**config.mk**
```make
export PLATFORM = sky130hd
export DESIGN_NAME = ipc_mailbox
export DESIGN_NICKNAME = d
export VERILOG_FILES = /design/src/rtl/ipc_mailbox.sv
export SDC_FILE = /design/constraint.sdc
export NUM_CORES = 1
export LEC_CHECK = 0
export ABC_AREA = 1
export BUFFER_PORTS_ARGS = -buffer_cell sky130_fd_sc_hd__buf_2
export CORE_MARGIN = 8
export CORE_UTILIZATION = 39
export CTS_CLUSTER_SIZE = 8
export DETAILED_ROUTE_END_ITERATION = 12
export PLACE_DENSITY_LB_ADDON = 0.05
export SLEW_MARGIN = 20
export SYNTH_ARGS = -nofsm -noshare
export SYNTH_HDL_FRONTEND = slang
export SYNTH_SLANG_ARGS = --single-unit
```
**constraint.sdc**
```tcl
create_clock -name clk -period 1.7 [get_ports clk]
set_input_delay 0.085 -clock clk [delete_from_list [all_inputs] [get_ports clk]]
set_output_delay 0.085 -clock clk [all_outputs]
set_load 0.02 [all_outputs]
```
**src/rtl/ipc_mailbox.sv**
```systemverilog
module ipc_mailbox #(
  parameter int          BUF_WORDS = 4,
  parameter logic [7:0]  INIT_ID   = 8'h5A,
  parameter logic [7:0]  CMD_OFS   = 8'h00,
  parameter logic [7:0]  STAT_OFS  = 8'h04,
  parameter logic [7:0]  REQ_OFS   = 8'h80,
  parameter logic [7:0]  RSP_OFS   = 8'h90
) (
  input  logic                          clk,
  input  logic                          rst_n,
  input  logic                          host_wr,
  input  logic [7:0]                    host_addr,
  input  logic [31:0]                   host_wdata,
  output logic [31:0]                   host_rdata,
  output logic                          host_irq,
  output logic                          ctl_doorbell,
  output logic [7:0]                    ctl_cmd,
  output logic [3:0]                    ctl_cmd_id,
  output logic [7:0]                    ctl_size,
  output logic [32*BUF_WORDS-1:0]       ctl_req,
  input  logic                          ctl_rsp_we,
  input  logic [$clog2(BUF_WORDS)-1:0]  ctl_rsp_idx,
  input  logic [31:0]                   ctl_rsp_wdata,
  input  logic                          ctl_done,
  input  logic                          ctl_err,
  input  logic [7:0]                    ctl_err_code
);
  localparam int IW = $clog2(BUF_WORDS);
  localparam logic [7:0] SPAN = 8'(4 * BUF_WORDS);

  logic        busy_q, err_q, ioc_q, bell_q, irq_q;
  logic [7:0]  op_q, len_q, code_q;
  logic [3:0]  tag_q;
  logic [31:0] req_q [BUF_WORDS];
  logic [31:0] rsp_q [BUF_WORDS];

  logic [7:0] req_off, rsp_off;
  logic       req_hit, rsp_hit, cmd_take, fin;
  logic [IW-1:0] req_idx, rsp_idx;

  assign req_off  = host_addr - REQ_OFS;
  assign rsp_off  = host_addr - RSP_OFS;
  assign req_hit  = (req_off < SPAN) && (host_addr[1:0] == 2'b00);
  assign rsp_hit  = (rsp_off < SPAN) && (host_addr[1:0] == 2'b00);
  assign req_idx  = req_off[IW+1:2];
  assign rsp_idx  = rsp_off[IW+1:2];
  assign cmd_take = host_wr && (host_addr == CMD_OFS) && !busy_q;
  assign fin      = ctl_done && busy_q;

  always_ff @(posedge clk) begin
    if (!rst_n) begin
      busy_q <= 1'b0;
      err_q  <= 1'b0;
      ioc_q  <= 1'b0;
      bell_q <= 1'b0;
      irq_q  <= 1'b0;
      op_q   <= '0;
      len_q  <= '0;
      tag_q  <= '0;
      code_q <= '0;
    end else begin
      bell_q <= cmd_take;
      irq_q  <= fin && ioc_q;
      if (cmd_take) begin
        busy_q <= 1'b1;
        op_q   <= host_wdata[7:0];
        ioc_q  <= host_wdata[8];
        tag_q  <= host_wdata[15:12];
        len_q  <= host_wdata[23:16];
      end else if (fin) begin
        busy_q <= 1'b0;
        err_q  <= ctl_err;
        code_q <= ctl_err_code;
      end
    end
  end

  for (genvar k = 0; k < BUF_WORDS; k++) begin : g_buf
    always_ff @(posedge clk) begin
      if (!rst_n) begin
        req_q[k] <= '0;
        rsp_q[k] <= '0;
      end else begin
        if (host_wr && req_hit && req_idx == IW'(k)) req_q[k] <= host_wdata;
        if (ctl_rsp_we && ctl_rsp_idx == IW'(k))     rsp_q[k] <= ctl_rsp_wdata;
      end
    end
    assign ctl_req[32*k +: 32] = req_q[k];
  end

  always_comb begin
    host_rdata = '0;
    if (host_addr == STAT_OFS)
      host_rdata = {8'h00, code_q, INIT_ID, tag_q, 2'b00, err_q, busy_q};
    else if (rsp_hit)
      host_rdata = rsp_q[rsp_idx];
  end

  assign host_irq     = irq_q;
  assign ctl_doorbell = bell_q;
  assign ctl_cmd      = op_q;
  assign ctl_cmd_id   = tag_q;
  assign ctl_size     = len_q;
endmodule

```
Word level (Yosys, flattened, before mapping)
Memory sizes are Yosys's and may differ from the RTL's.
Index checks and enable logic that the tools add are counted.

word-level totals
  bits of input ports = 88
  register bits = 33
  output and inout bits = 182
  bits in writable memories = 256
  memories = 2

memory list
  memory  depth  width  read ports  clocked after memory_dff  wr ports  line  text
  req_q   4      32     4           0                         4         34    logic [31:0] req_q [BUF_WORDS];
  rsp_q   4      32     1           0                         4         35    logic [31:0] rsp_q [BUF_WORDS];

operators by class
  magnitude comparators = 2
  eq/ne operators = 7
  add/sub/neg operators = 2
  reduce and logical (&&, ||, !) cells = 22
  mux-type cells = 37
  bitwise gates (word level) = 9

operators by type and width
  operator             count
  $mux 32              10
  $mux 1               27
  $lt 8x5->1 const B   2
  $sub 8x8->8 const B  2
  $logic_and 1x1->1    15
  $eq 2x2->1 const B   4
  $eq 8x3->1 const B   1
  $logic_not 8->1      1
  $or 1x1->1           8
  $logic_not 2->1      3
  $eq 2x1->1 const B   2
  $reduce_and 2->1     1
  $reduce_bool 2->1    1
  $logic_not 1->1      1
  $not 1->1            1

Logic depth before layout (Yosys ltp)
  word-level depth = 9
  mapped depth = 8
  depth with buffers taken out = 7

Worst setup path after synthesis
OpenSTA, ideal clock, no wires.

  kind = input to register
  start point = input host_addr[1]
  end point = memory req_q[0][0], enable pin
  cell stages on the path = 5
  slack = -24 ps
  path buffers = 0
  arrival = 1334 ps
  data required time = 1311 ps
  setup time = 389 ps
  cell sequence = nor2_2 -> nand2_1 -> nor2_4 -> nand2_1 -> nand2_1

RTL lines
  item             line  text
  start, declared  12    input logic [7:0] host_addr,
  end, declared    34

Final worst setup path
  start point = memory rsp_q[2][31]
  end point = output host_rdata[31]

between the ends
  word-level cells in the longest chain between the ends = 3

ends and longest elaborated chain
  item             line  text
  start, declared  35
  $mem_v2 4x32     --
  $mux 32          95    else if (rsp_hit)
  $mux 32          93    if (host_addr == STAT_OFS)
  end, declared    14    output logic [31:0] host_rdata,

Every way passes these cells.

==> summary.txt <==
TritonCTS clock tree - built
Num rows - 63
Yosys top cell by area - edfxtp_1
Commonest non-fill, non-tap cells in the layout - 313 x nor2_1, 269 x buf_2, 256 x edfxtp_1
Final setup margin - 118.6 ps
Cells after Synth - 1060
Die area - 35280 um^2
Worst-case reg-to-reg path depth - 6
Seq/Total Area, Yosys - 72.49%
GRT Overall Usage - 19.37%
Num CTS Buffers - 42
Post-route minimum period - 1581 ps
FF-to-FF setup slack - 240 ps
Initial Util - 39.27%
Worst Path Buf+Inv - 1
Clk slew on worst S/H paths - 50 ps
Worst Setup Path Type - flip-flop to output pin
Initial antenna violation count - 0
Total number of vias - 8732
CP cell instances - nand2_1, nand3_1, a21oi_1, nor2_1, buf_2
Post-Syn Nets - 1148
Core ar. - 29320 um^2
Share of the synthesized area in the top cell type - 66.75%
Clk_lat worst skew - 520 ps
Die H - 187.8 um
Total grt overflow - 0
Wire per inst - 18.78 um
Final #Nets - 1527
Worst hold stages - 3
ANT cells - 0
Leak - 6.718 nW
Maximum vdd drop - 0.8334 mV
Nature of the critical path startpoint - flip-flop
I/O pins - 270
Yosys cell types - 19
#FFs+latches synth - 289
Maximum clock frequency - 0.6324 GHz
Placed cell area - 13580 um^2
Tightest Pin Transition - 494.2 ps
Vias in the first global route - 9030
Arr. time, crit path - 1500 ps
Critical Path RT - 1620 ps
Gp weighted congestion - 0.7613
RSZ-0062 raised after global routing - no
Pre-CTS setup slack - 72.71 ps
Final Util - 53.00%
Synthesis Warnings - 0
Drc violations - 0
Max Buffers Root-to-Sink - 3
Critical-path top delay cell - edfxtp_1
Maxcap violations - 0
Stages on worst setup path - 5
Vias/cell - 4.705
Power Dens Cells - 1108 nW/um^2
Min Hold Slack - 49.66 ps
Htree depth - 2
DR iter-0 viols - 492
Max-slew violations - 0
Final wirelength - 34850 um
Hold EP - ctl_cmd_id[3]
Normalized max-slew margin - 67.05%
Final period utilization - 93.02%
Commonest non-fill, non-tap cell in the layout - nor2_1
Area delta synth->final - 34.95%
CTS sink cnt - 289
Syn avg cell area - 10.86 um^2
Global-route wire length before repair - 53610 um
CTS root buffer - clkbuf_16
Worst Skew - 10.78 ps
Endpoints failing hold - 0
Hold Startpoint - rst_n
Class of the worst hold path - input pin to flip-flop
Worst r2r src - busy_q
Crit path max-delay family - flip-flops
Top cells by area, synth - edfxtp_1 67%, nor2_1 10%, nand2_1 6.7%, dfxtp_1 5.7%, inv_1 2.4%
Pin count of the biggest net entering global routing - 33
DPL Wire Length - 23180 um
Design area - 15540 um^2
FF-to-FF End - ctl_size[2]
Synth Cell Area - 11520 um^2
Postcts setup bufs - 0
Share of cells above drive strength 1 - 25.92%
Antenna-violating nets left - 0
Port Buf Inserts - 269
Outcome - finished clean
Setup crit end kind - output pin
Drt pass-1 iters - 4
Die width - 187.8 um
Final setup viols - 0
Max incr delay on CP - 360 ps
Max Fanout on Critical Path - 1
[how the worst max path moves through the flow]
| stage | endpoint | slack [ps] | startpoint |
|---|---|---|---|
| floorplan | req_q[3][0] | -20 | host_addr[1] |
| global placement | host_rdata[16] | 110 | host_addr[1] |
| detailed placement | host_rdata[16] | 70 | host_addr[1] |
| CTS | host_rdata[16] | 70 | host_addr[1] |
| global route | host_rdata[31] | 20 | rsp_q[2][31] |
| finish | host_rdata[31] | 120 | rsp_q[2][31] |
[worst reg2reg max path: stages (launching register included)]
cell	delay, ps
dfxtp_1	330
inv_1	100
nand2_1	100
nor2_2	360
buf_4	300
a21oi_1	100
nor2_1	110
[power by group]
| group | switching, W | internal, W | total (W) |
|---|---|---|---|
| Combinational | 0.000897 | 0.000471 | 0.00137 |
| Sequential | 0.000115 | 0.00813 | 0.00824 |
| Clock | 0.00293 | 0.00467 | 0.00761 |
[sequential cells by signal, indices dropped and copies added, names as in the netlist, 4 cells and up]
register	flops
ctl_cmd_id	4
ctl_size	8
req_q	128
ctl_cmd	8
rsp_q	128
code_q	8
[synthesized netlist by cell type (all sizes together)]
library cell,count
nor2,320
nand3,45
a21oi,34
edfxtp,256
dfxtp,33
clkbuf,23
clkinv,3
buf,31
nand4,23
nand2,207
inv,76
o21ai,9
[per-layer routing]
layer / wire length (um) / global-route usage [%] / vias to the layer above
li1: - / - / 4247
met1: 14700 / 23.87 / 4137
met2: 16970 / 33.10 / 283
met4: 940 / 6.364 / 0
met5: 0 / 0 / -
met3: 2238 / 4.569 / 65
[kinds of logic after synthesis]
| group | count (synthesis) | share of synthesized area, % |
|---|---|---|
| AOI/OAI and AO/OA | 43 | 1.869 |
| and+or+nand+nor | 595 | 20.90 |
| buffers and inverters | 133 | 4.737 |
| DFF | 289 | 72.49 |
[timing repair]
item | CTS | global route
hold endpoints to repair | 275 | 0
endpoints found under the setup margin | 0 | 11
hold buffers | 74 | 0
gates resized for setup | 0 | 2
[through the flow]
stage / setup TNS, ps / std cells / total power [W]
floorplan: -3374 / 1060 / 0.009013
global placement: 0 / 1711 / 0.009638
detailed placement: 0 / 1711 / 0.009644
CTS: 0 / 1856 / 0.01741
global route: 0 / 1856 / 0.01783
finish: 0 / 1856 / 0.01722
[layout make-up]
| class | count | area, um^2 |
|---|---|---|
| Fill cell | 2720 | 13780 |
| Sequential cell | 289 | 8348 |
| Multi-Input combinational cell | 638 | 2636 |
| Timing Repair Buffer | 389 | 2557 |
| Clock buffer | 68 | 1170 |
| Tap cell | 390 | 488.0 |
| Inverter | 79 | 300.3 |
| Clock inverter | 3 | 41.29 |
No activity file was read; power rests on OpenSTA's default activity.
